File: src/rtl/sdram_pwrup_pkg.sv
package sdram_pwrup_pkg;

   // Width of the mode field carried on the address bus
   localparam int MODE_W  = 12;
   // First reserved bit of the mode field
   localparam int RSVD_LO = 10;

   typedef enum logic [2:0] {
      ST_WAIT  = 3'd0,
      ST_PRE   = 3'd1,
      ST_REF1  = 3'd2,
      ST_REF2  = 3'd3,
      ST_LMR   = 3'd4,
      ST_READY = 3'd5
   } seq_state_t;

   typedef enum logic [1:0] {
      CK_IDLE = 2'd0,
      CK_PRE  = 2'd1,
      CK_REF  = 2'd2,
      CK_LMR  = 2'd3
   } cmd_kind_t;

   typedef struct packed {
      logic cs_n;
      logic ras_n;
      logic cas_n;
      logic we_n;
   } cmd_pins_t;

   localparam cmd_pins_t PINS_NOP     = cmd_pins_t'(4'b0111);
   localparam cmd_pins_t PINS_INHIBIT = cmd_pins_t'(4'b1111);
   localparam cmd_pins_t PINS_PRE     = cmd_pins_t'(4'b0010);
   localparam cmd_pins_t PINS_REF     = cmd_pins_t'(4'b0001);
   localparam cmd_pins_t PINS_LMR     = cmd_pins_t'(4'b0000);

   // Field order is fixed by the device's mode register decode
   typedef struct packed {
      logic [1:0] rsvd;
      logic       wr_single;
      logic [1:0] op_mode;
      logic [2:0] cas_lat;
      logic       burst_ilv;
      logic [2:0] burst_len;
   } mode_word_t;

endpackage

File: src/rtl/sdram_pwrup_timer.sv
module sdram_pwrup_timer #(
   parameter int CNT_W   = 8,
   parameter int RST_VAL = 0
) (
   input  logic             clk,
   input  logic             rst,
   input  logic             load,
   input  logic [CNT_W-1:0] load_val,
   output logic             expired
);

   logic [CNT_W-1:0] cnt;

   always_ff @(posedge clk) begin
      if (rst)
         cnt <= CNT_W'(RST_VAL);
      else if (load)
         cnt <= load_val;
      else if (cnt != '0)
         cnt <= cnt - 1'b1;
   end

   assign expired = (cnt == '0);

   // Once at zero the timer must rest there until reloaded
   AST_TIMER_HOLDS_ZERO: assert property (@(posedge clk) disable iff (rst)
      (expired && !load) |=> expired);

   // A nonzero count never jumps straight past zero without a load
   AST_TIMER_NO_SKIP: assert property (@(posedge clk) disable iff (rst)
      (!expired && !load) |=> (cnt == $past(cnt) - 1'b1));

endmodule

File: src/rtl/sdram_pwrup_fsm.sv
module sdram_pwrup_fsm
   import sdram_pwrup_pkg::*;
#(
   parameter int CNT_W = 8,
   parameter int T_RP  = 3,
   parameter int T_RC  = 8,
   parameter int T_MRD = 2
) (
   input  logic             clk,
   input  logic             rst,
   input  logic             expired,
   output logic             load,
   output logic [CNT_W-1:0] load_val,
   output cmd_kind_t        cmd_kind,
   output logic             ready
);

   seq_state_t state, state_nxt;
   logic       fresh;

   // Each step's window length, minus the command cycle itself
   localparam logic [CNT_W-1:0] GAP_RP  = CNT_W'(T_RP - 1);
   localparam logic [CNT_W-1:0] GAP_RC  = CNT_W'(T_RC - 1);
   localparam logic [CNT_W-1:0] GAP_MRD = CNT_W'(T_MRD - 1);

   always_comb begin
      state_nxt = state;
      load      = 1'b0;
      load_val  = '0;
      if (expired) begin
         unique case (state)
            ST_WAIT: begin
               state_nxt = ST_PRE;
               load      = 1'b1;
               load_val  = GAP_RP;
            end
            ST_PRE: begin
               state_nxt = ST_REF1;
               load      = 1'b1;
               load_val  = GAP_RC;
            end
            ST_REF1: begin
               state_nxt = ST_REF2;
               load      = 1'b1;
               load_val  = GAP_RC;
            end
            ST_REF2: begin
               state_nxt = ST_LMR;
               load      = 1'b1;
               load_val  = GAP_MRD;
            end
            ST_LMR:   state_nxt = ST_READY;
            default:  state_nxt = ST_READY;
         endcase
      end
   end

   always_ff @(posedge clk) begin
      if (rst) begin
         state <= ST_WAIT;
         fresh <= 1'b0;
      end else begin
         state <= state_nxt;
         fresh <= load;
      end
   end

   // The command is emitted only in the first cycle of its step
   always_comb begin
      cmd_kind = CK_IDLE;
      if (fresh) begin
         unique case (state)
            ST_PRE:           cmd_kind = CK_PRE;
            ST_REF1, ST_REF2: cmd_kind = CK_REF;
            ST_LMR:           cmd_kind = CK_LMR;
            default:          cmd_kind = CK_IDLE;
         endcase
      end
   end

   assign ready = (state == ST_READY);

   AST_STATE_LEGAL: assert property (@(posedge clk) disable iff (rst)
      state inside {ST_WAIT, ST_PRE, ST_REF1, ST_REF2, ST_LMR, ST_READY});

   AST_CMD_SINGLE_CYCLE: assert property (@(posedge clk) disable iff (rst)
      fresh |=> (!fresh || state != $past(state)));

   AST_ORDER_FORWARD: assert property (@(posedge clk) disable iff (rst)
      (state != $past(state)) |-> (state == seq_state_t'($past(state) + 3'd1)));

endmodule

File: src/rtl/sdram_pwrup_mode.sv
module sdram_pwrup_mode
   import sdram_pwrup_pkg::*;
#(
   parameter int ROW_W = 12
) (
   input  logic [2:0]       burst_len,
   input  logic             burst_ilv,
   input  logic [2:0]       cas_lat,
   input  logic [1:0]       op_mode,
   input  logic             wr_single,
   output logic [ROW_W-1:0] word
);

   mode_word_t mw;

   always_comb begin
      mw.burst_len = burst_len;
      mw.burst_ilv = burst_ilv;
      mw.cas_lat   = cas_lat;
      mw.op_mode   = op_mode;
      mw.wr_single = wr_single;
      mw.rsvd      = '0;
   end

   generate
      if (ROW_W > MODE_W) begin : g_pad
         assign word = {{(ROW_W - MODE_W){1'b0}}, mw};
      end else begin : g_exact
         assign word = mw;
      end
   endgenerate

endmodule

File: src/rtl/sdram_pwrup_enc.sv
module sdram_pwrup_enc
   import sdram_pwrup_pkg::*;
#(
   parameter int ROW_W        = 12,
   parameter int BANK_W       = 2,
   parameter int AP_BIT       = 10,
   parameter bit IDLE_INHIBIT = 1'b0
) (
   input  cmd_kind_t        kind,
   input  logic [ROW_W-1:0] mode_word,
   output cmd_pins_t        pins,
   output logic [BANK_W-1:0] ba,
   output logic [ROW_W-1:0] addr
);

   cmd_pins_t idle_pins;

   generate
      if (IDLE_INHIBIT) begin : g_inhibit
         assign idle_pins = PINS_INHIBIT;
      end else begin : g_nop
         assign idle_pins = PINS_NOP;
      end
   endgenerate

   always_comb begin
      pins = idle_pins;
      addr = '0;
      ba   = '0;
      unique case (kind)
         CK_PRE: begin
            pins         = PINS_PRE;
            addr[AP_BIT] = 1'b1;
         end
         CK_REF: pins = PINS_REF;
         CK_LMR: begin
            pins = PINS_LMR;
            addr = mode_word;
         end
         default: ;
      endcase
   end

endmodule

File: src/rtl/sdram_pwrup_seq.sv
module sdram_pwrup_seq
   import sdram_pwrup_pkg::*;
#(
   parameter int ROW_W        = 12,
   parameter int BANK_W       = 2,
   parameter int AP_BIT       = 10,
   parameter int WAIT_CYC     = 5000,
   parameter int T_RP         = 3,
   parameter int T_RC         = 8,
   parameter int T_MRD        = 2,
   parameter bit IDLE_INHIBIT = 1'b0
) (
   input  logic              clk,
   input  logic              rst,
   input  logic [2:0]        cfg_burst_len,
   input  logic              cfg_burst_ilv,
   input  logic [2:0]        cfg_cas_lat,
   input  logic [1:0]        cfg_op_mode,
   input  logic              cfg_wr_single,
   output logic              sd_cs_n,
   output logic              sd_ras_n,
   output logic              sd_cas_n,
   output logic              sd_we_n,
   output logic [BANK_W-1:0] sd_ba,
   output logic [ROW_W-1:0]  sd_addr,
   output logic              init_done
);

   localparam int MAX_AB   = (WAIT_CYC > T_RP) ? WAIT_CYC : T_RP;
   localparam int MAX_CD   = (T_RC > T_MRD) ? T_RC : T_MRD;
   localparam int MAX_ALL  = (MAX_AB > MAX_CD) ? MAX_AB : MAX_CD;
   localparam int CNT_W    = $clog2(MAX_ALL + 1);
   localparam cmd_pins_t IDLE_PINS = IDLE_INHIBIT ? PINS_INHIBIT : PINS_NOP;

   generate
      if (WAIT_CYC < 1 || T_RP < 1 || T_RC < 1 || T_MRD < 1) begin : g_bad_timing
         $error("sdram_pwrup_seq: every timing parameter must be at least 1");
      end
      if (ROW_W < MODE_W) begin : g_bad_row
         $error("sdram_pwrup_seq: ROW_W must hold the full mode field");
      end
      if (AP_BIT >= ROW_W || AP_BIT < 0) begin : g_bad_ap
         $error("sdram_pwrup_seq: AP_BIT outside the address bus");
      end
      if (BANK_W < 1) begin : g_bad_bank
         $error("sdram_pwrup_seq: BANK_W must be at least 1");
      end
   endgenerate

   logic             tmr_load;
   logic [CNT_W-1:0] tmr_val;
   logic             tmr_expired;
   cmd_kind_t        kind;
   logic [ROW_W-1:0] mode_word;
   cmd_pins_t        pins;

   sdram_pwrup_timer #(
      .CNT_W   (CNT_W),
      .RST_VAL (WAIT_CYC - 1)
   ) u_timer (
      .clk      (clk),
      .rst      (rst),
      .load     (tmr_load),
      .load_val (tmr_val),
      .expired  (tmr_expired)
   );

   sdram_pwrup_fsm #(
      .CNT_W (CNT_W),
      .T_RP  (T_RP),
      .T_RC  (T_RC),
      .T_MRD (T_MRD)
   ) u_fsm (
      .clk      (clk),
      .rst      (rst),
      .expired  (tmr_expired),
      .load     (tmr_load),
      .load_val (tmr_val),
      .cmd_kind (kind),
      .ready    (init_done)
   );

   sdram_pwrup_mode #(
      .ROW_W (ROW_W)
   ) u_mode (
      .burst_len (cfg_burst_len),
      .burst_ilv (cfg_burst_ilv),
      .cas_lat   (cfg_cas_lat),
      .op_mode   (cfg_op_mode),
      .wr_single (cfg_wr_single),
      .word      (mode_word)
   );

   sdram_pwrup_enc #(
      .ROW_W        (ROW_W),
      .BANK_W       (BANK_W),
      .AP_BIT       (AP_BIT),
      .IDLE_INHIBIT (IDLE_INHIBIT)
   ) u_enc (
      .kind      (kind),
      .mode_word (mode_word),
      .pins      (pins),
      .ba        (sd_ba),
      .addr      (sd_addr)
   );

   assign sd_cs_n  = pins.cs_n;
   assign sd_ras_n = pins.ras_n;
   assign sd_cas_n = pins.cas_n;
   assign sd_we_n  = pins.we_n;

   // Observation of the command stream at the pins, for the properties below
   cmd_pins_t  pin_view;
   logic       pre_seen;
   logic [1:0] ref_seen;

   assign pin_view = cmd_pins_t'({sd_cs_n, sd_ras_n, sd_cas_n, sd_we_n});

   always_ff @(posedge clk) begin
      if (rst) begin
         pre_seen <= 1'b0;
         ref_seen <= 2'd0;
      end else begin
         if (pin_view == PINS_PRE)
            pre_seen <= 1'b1;
         if (pin_view == PINS_REF && ref_seen != 2'd3)
            ref_seen <= ref_seen + 2'd1;
      end
   end

   AST_IDLE_BEFORE_PRE: assert property (@(posedge clk) disable iff (rst)
      (!pre_seen && pin_view != PINS_PRE) |-> (pin_view == IDLE_PINS));

   AST_PRE_ALL_BANKS: assert property (@(posedge clk) disable iff (rst)
      (pin_view == PINS_PRE) |-> (sd_addr[AP_BIT] && sd_ba == '0));

   AST_REF_AFTER_PRE: assert property (@(posedge clk) disable iff (rst)
      (pin_view == PINS_REF) |-> (pre_seen && ref_seen < 2'd2));

   AST_LMR_BANKS_IDLE: assert property (@(posedge clk) disable iff (rst)
      (pin_view == PINS_LMR) |-> (pre_seen && ref_seen == 2'd2));

   AST_LMR_RSVD_ZERO: assert property (@(posedge clk) disable iff (rst)
      (pin_view == PINS_LMR) |-> (sd_addr[ROW_W-1:RSVD_LO] == '0 && sd_ba == '0));

   AST_READY_STICKY: assert property (@(posedge clk) disable iff (rst)
      init_done |=> init_done);

   AST_READY_QUIET: assert property (@(posedge clk) disable iff (rst)
      init_done |-> (pin_view == IDLE_PINS && sd_addr == '0));

endmodule

File: config.mk
export PLATFORM = sky130hd
export DESIGN_NAME = sdram_pwrup_seq
export DESIGN_NICKNAME = d
export VERILOG_FILES = /design/src/rtl/sdram_pwrup_pkg.sv /design/src/rtl/sdram_pwrup_timer.sv /design/src/rtl/sdram_pwrup_fsm.sv /design/src/rtl/sdram_pwrup_mode.sv /design/src/rtl/sdram_pwrup_enc.sv /design/src/rtl/sdram_pwrup_seq.sv
export SDC_FILE = /design/constraint.sdc
export NUM_CORES = 1
export LEC_CHECK = 0
export ABC_AREA = 1
export BUFFER_PORTS_ARGS = -buffer_cell sky130_fd_sc_hd__buf_2
export CAP_MARGIN = 20
export CORE_AREA = 2 2 49 51
export CTS_BUF_LIST = sky130_fd_sc_hd__clkbuf_8
export CTS_CLUSTER_SIZE = 10
export DETAILED_ROUTE_END_ITERATION = 8
export DIE_AREA = 0 0 51 53
export PLACE_DENSITY = 0.8
export SYNTH_ARGS = -nofsm -noshare
export SYNTH_HDL_FRONTEND = slang
export SYNTH_SLANG_ARGS = --single-unit
export TNS_END_PERCENT = 100
File: constraint.sdc
create_clock -name clk -period 4.1 [get_ports clk]
set_input_delay 0.41 -clock clk [delete_from_list [all_inputs] [get_ports clk]]
set_output_delay 0.41 -clock clk [all_outputs]
set_load 0.05 [all_outputs]
==> results of run 1 <==
synth_stat cells:
cell type,number,area share [%]
nand3b_1,3,2.2
nand3_2,1,0.96
nor2_1,27,9.7
inv_2,1,0.36
nor2_2,7,4.2
inv_1,27,9.7
nor2_4,2,2.2
buf_4,4,2.9
o21ai_0,6,2.9
buf_6,1,1.1
clkinv_1,1,0.36
xor2_1,2,1.7
clkbuf_1,1,0.36
conb_1,1,0.36
nand4_1,4,2.4
nand2_4,1,1.1
nand2_2,3,1.8
o21ai_1,1,0.48
a21oi_1,6,2.9
dfxtp_1,17,33
a21oi_2,1,0.84
nand3_1,14,6.7
nand2_1,28,10
a31oi_1,1,0.60
nor3_1,1,0.48
ha_1,1,1.2
power by group:
part	switching (W)	total [W]	internal (W)
registers	0.00000424	0.000175	0.000170
clock network	0.0000555	0.000122	0.0000664
logic	0.0000248	0.0000379	0.0000131
worst max path at each step:
stage	endpoint
finish	sd_addr[6]
global route	sd_ras_n
CTS	sd_addr[6]
detailed placement	sd_addr[6]
global placement	sd_ras_n
floorplan	sd_ras_n
layer usage:
layer / part of all wire, % / global-route usage [%] / vias up
met2: 48 / 33.8 / 32
met4: 1.3 / 8.56 / 0
li1: - / - / 544
met5: 0 / 0 / -
met3: 6.3 / 3.95 / 4
met1: 44 / 19.0 / 444
through the flow:
step	setup slack [ns]	power, W	utilization, %	std cells
detailed placement	2.34	0.000216	54.7	213
global route	1.87	0.000354	56.8	217
finish	2.08	0.000334	56.8	217
floorplan	1.98	0.000208	-	165
global placement	2.40	0.000215	54.7	213
CTS	2.06	0.000340	56.8	217
layout make-up:
class,instances,area share [%]
multi-input combinational,113,45.9
sequential,17,27.9
timing repair buffer,26,10.7
inverter,29,8.92
clock buffer,3,3.38
tap,28,2.87
clock inverter,1,0.308
kinds of logic after synthesis:
kind of cell | share of synthesized area [%]
other | 0.359
buffers and inverters | 14.7
DFF | 32.6
AOI/OAI and AO/OA | 7.67
and+or+nand+nor | 41.7
xor gates and xnor gates | 1.68
adders and majority gates | 1.20
state kept, by name, indices dropped and copies added, names as in the netlist:
register	flops
u_fsm.fresh	1
u_timer.cnt	13
u_fsm.state	3
worst max-delay path: stages (launching register included):
cell,delay [ns]
dfxtp_1,0.35
nor2_1,0.23
nand3_1,0.31
nor2_1,0.19
buf_2,0.28
layout by cell type, fill, tap and decap left out:
master	count
nor3_1	1
nor2_1	27
a21oi_2	1
xor2_1	2
inv_1	28
nand2_1	28
nand3b_1	3
nand2_2	3
ha_1	1
dfxtp_1	17
nand3_1	14
o21ai_0	6
nand2_4	1
a21oi_1	6
inv_2	1
clkinv_1	1
a31oi_1	1
o21ai_1	1
clkbuf_8	3
nand3_2	1
nor2_4	2
nand4_1	4
nor2_2	7
buf_2	26
conb_1	4
==> flow_summary.json, run 1 <==
{
  "status": "finished, final reports clean",
  "drc": 0,
  "ys_types": 26,
  "htreeDepth": 1,
  "seq_area_um2": 340,
  "cp_max_fo": 11,
  "die_area_um2": 2700,
  "via_per_inst": 4.72,
  "num_rows": 17,
  "avgRoutedWirePerCell_um": 10.0,
  "syn_area_um2": 1040,
  "max_freq_ghz": 0.494,
  "max-clock-path-buffers": 2,
  "core_region_area_um2": 2150,
  "wirelength_um": 2170,
  "critical_path_required_ns": 3.69,
  "yosys_warnings": 0,
  "p_per_area_nw_per_um2": 274,
  "initial_core_util_pct": 48.6,
  "start_kind": "flop",
  "yosys_register_bits": 17,
  "hold_depth": 2,
  "fin_crit_sh_pct": 49.4,
  "grt_usage_pct": 18.0,
  "end_kind": "output pin",
  "nFillCells": 217,
  "crit_path_start": "u_fsm.state[1]",
  "synthCells": 162,
  "cts_buffers": 3,
  "period_needed_ns": 2.02,
  "portBuffers": 26,
  "ant_nets": 0,
  "floorplan.die.height_um": 53,
  "cts_post_setup_buffers_inserted": 0,
  "drt_iter0_markers": 18,
  "hold_viol_final": 0,
  "grt_max_degree": 16,
  "worst-r2r-cell-count": 8,
  "die_w_um": 51,
  "slew_viol_final": 0,
  "rsz0062_at_grt": "no",
  "setup_viol": 0,
  "placedInstanceArea_um2": 1170,
  "grt_pass1_wl_um": 3630,
  "insertion_delay_ns": 0.25,
  "grt_antenna_before_repair": 0,
  "ir_drop_mv": 0.183,
  "dr.pass1.iters": 4,
  "boundaryPins": 31,
  "reg2reg_slack_ns": 2.66,
  "cts-root-buf": "clkbuf_8",
  "final_nets": 203,
  "cts_tree": "done",
  "fin_worst_hold_slack_ns": 0.420,
  "drive_gt1_share_pct": 23.8,
  "critPathArrivalTime_ns": 1.61,
  "final_area_um2": 1220,
  "tns_ns": 0,
  "vias": 1024,
  "cts_resized": 0,
  "p_leak_nw": 0.616,
  "maxCapViolCount": 0,
  "crit-reg2reg-launch": "u_timer.cnt[0]",
  "holdBufCountCts": 0,
  "min-delay-start": "rst",
  "multi_input_area_um2": 561,
  "holdPathEnd": "u_fsm.state[2]",
  "gp_congestion": 0.818,
  "areaGrowthSynthToFinish_pct": 16.9,
  "grt_pass1_vias": 869,
  "hp-class": "in -> reg",
  "n_antenna_cell": 0,
  "worst-setup-path-type": "reg -> out",
  "cts.sinks": 17,
  "dp_hpwl_um": 1750,
  "synth-seq-area-share_pct": 32.6,
  "avgSynthCellArea_um2": 6.44,
  "rr_endpoint": "u_timer.cnt[0]",
  "clk_pin_slew_ns": 0.07,
  "skew_ns": 0.00381,
  "grt_overflow_total": 0
}
Note: power is estimated with default switching activity, not from simulation.
==> inputs of run 2 (changes only) <==
==> constraint.sdc (replaced) <==
create_clock -name clk -period 1.95 [get_ports clk]
set_input_delay 0.195 -clock clk [delete_from_list [all_inputs] [get_ports clk]]
set_output_delay 0.195 -clock clk [all_outputs]
set_load 0.05 [all_outputs]
==> run 2 against run 1 <==
Wire length rose by 0.46%. Clock skew barely moved. First-iteration DRC count did not move. Critical path depth did not move. Worst hold slack got worse by 0.21 ns. Critical path type unchanged. Largest cell class unchanged. Largest power group unchanged.
==> flow_summary.json, run 2 (synthesized netlist as in run 1, its figures left out) <==
{
  "multi_input_area_um2": 566,
  "cts.sinks": 17,
  "grt_pass1_wl_um": 3630,
  "grt_usage_pct": 18.0,
  "largest_reg_flops": 13,
  "status": "finished, final reports clean",
  "top_register": "u_timer.cnt",
  "end_kind": "output pin",
  "top_regs": "u_timer.cnt x13, u_fsm.state x3, u_fsm.fresh x1",
  "final_area_um2": 1220,
  "slew_viol_final": 0,
  "via_per_inst": 4.74,
  "fin_crit_sh_pct": 87.3,
  "cts-root-buf": "clkbuf_8",
  "n_antenna_cell": 0,
  "ant_nets": 0,
  "portBuffers": 26,
  "wirelength_um": 2180,
  "areaGrowthSynthToFinish_pct": 17.4,
  "hold_viol_final": 0,
  "critical_path_required_ns": 1.75,
  "vias": 1028,
  "insertion_delay_ns": 0.25,
  "grt_overflow_total": 0,
  "die_area_um2": 2700,
  "tns_ns": 0,
  "placedInstanceArea_um2": 1170,
  "critPathArrivalTime_ns": 1.51,
  "cp_max_fo": 11,
  "num_rows": 17,
  "cts_buffers": 3,
  "avgRoutedWirePerCell_um": 10.1,
  "seq_area_um2": 340,
  "max_freq_ghz": 0.588,
  "final_nets": 203,
  "nFillCells": 216,
  "setup_viol": 0,
  "p_per_area_nw_per_um2": 574,
  "worst-setup-path-type": "reg -> out",
  "drc": 0,
  "die_w_um": 51,
  "gp_congestion": 0.818,
  "final_cell_mix": "28 x inv_1, 28 x nand2_1, 27 x nor2_1, 26 x buf_2, 17 x dfxtp_1",
  "max-clock-path-buffers": 2,
  "maxCapViolCount": 0,
  "grt_antenna_before_repair": 0,
  "skew_ns": 0.00365,
  "drt_iter0_markers": 18,
  "hp-class": "in -> reg",
  "core_region_area_um2": 2150,
  "grt_max_degree": 16,
  "cts_post_setup_buffers_inserted": 0,
  "drive_gt1_share_pct": 24.3,
  "boundaryPins": 31,
  "clk_pin_slew_ns": 0.07,
  "ir_drop_mv": 0.386,
  "start_kind": "flop",
  "cts_tree": "done",
  "grt_pass1_vias": 869,
  "initial_core_util_pct": 48.6,
  "htreeDepth": 1,
  "rsz0062_at_grt": "no",
  "dr.pass1.iters": 4,
  "p_leak_nw": 0.616,
  "period_needed_ns": 1.70,
  "dp_hpwl_um": 1750,
  "floorplan.die.height_um": 53
}
==> run 2: cell count changes in the layout (fill, tap and decap cells not counted) <==
cell and change:
nand3_1 -1, nand3_2 +1
==> run 2: through the flow <==
stage / hold WS [ns] / util (%) / instances / total power [W] / worst slack [ns]
floorplan: 0.264 / - / 165 / 0.000438 / 0.0462
global placement: 0.465 / 54.7 / 213 / 0.000452 / 0.468
detailed placement: 0.469 / 54.7 / 213 / 0.000455 / 0.404
CTS: 0.201 / 56.8 / 217 / 0.000715 / 0.121
global route: 0.199 / 57.0 / 217 / 0.000744 / 0.0575
finish: 0.209 / 57.0 / 217 / 0.000703 / 0.248
==> run 2: report_power, final <==
group / switching, W / internal [W] / leakage, nW / total [W]
Clock: 0.000116 / 0.000140 / 0.0269 / 0.000256
Combinational: 0.0000524 / 0.0000276 / 0.451 / 0.0000800
Sequential: 0.00000898 / 0.000358 / 0.138 / 0.000367
Total: 0.000178 / 0.000525 / 0.616 / 0.000703
==> run 2: final cells by class <==
class	instances	area share, %
Timing Repair Buffer	26	10.6
Inverter	29	8.89
Multi-Input combinational cell	113	46.2
Clock inverter	1	0.306
Tap cell	28	2.86
Clock buffer	3	3.37
Sequential cell	17	27.8
==> run 2: path summary, 6_finish.rpt <==
path	slack [ns]	cells past startpoint	to	from
worst max-delay path	0.25	4	sd_addr[6]	u_fsm.state[1]
worst min-delay path	0.21	2	u_fsm.state[2]	rst
worst max register to register	0.50	8	u_timer.cnt[0]	u_timer.cnt[0]
worst min register to register	0.49	2	u_timer.cnt[12]	u_timer.cnt[12]
==> run 2: repair_timing <==
| item | in CTS | in global routing |
|---|---|---|
| endpoints found under the setup margin | 0 | 8 |
| gates resized for setup | 0 | 1 |
| hold buffers | 0 | 0 |
| hold endpoints to repair | 0 | 0 |
==> run 2: worst max-delay path, stage by stage, from the launching register on <==
cell	delay (ns)
dfxtp_1	0.35
nor2_1	0.25
nand3_2	0.22
nor2_1	0.16
buf_2	0.28
==> run 2: routing by layer <==
| layer | track usage, % | vias to the layer above | wire, µm |
|---|---|---|---|
| met1 | 19.0 | 443 | 968 |
| li1 | - | 544 | - |
| met5 | 0 | - | 0 |
| met4 | 8.56 | 0 | 29 |
| met2 | 33.8 | 37 | 1040 |
| met3 | 3.95 | 4 | 142 |
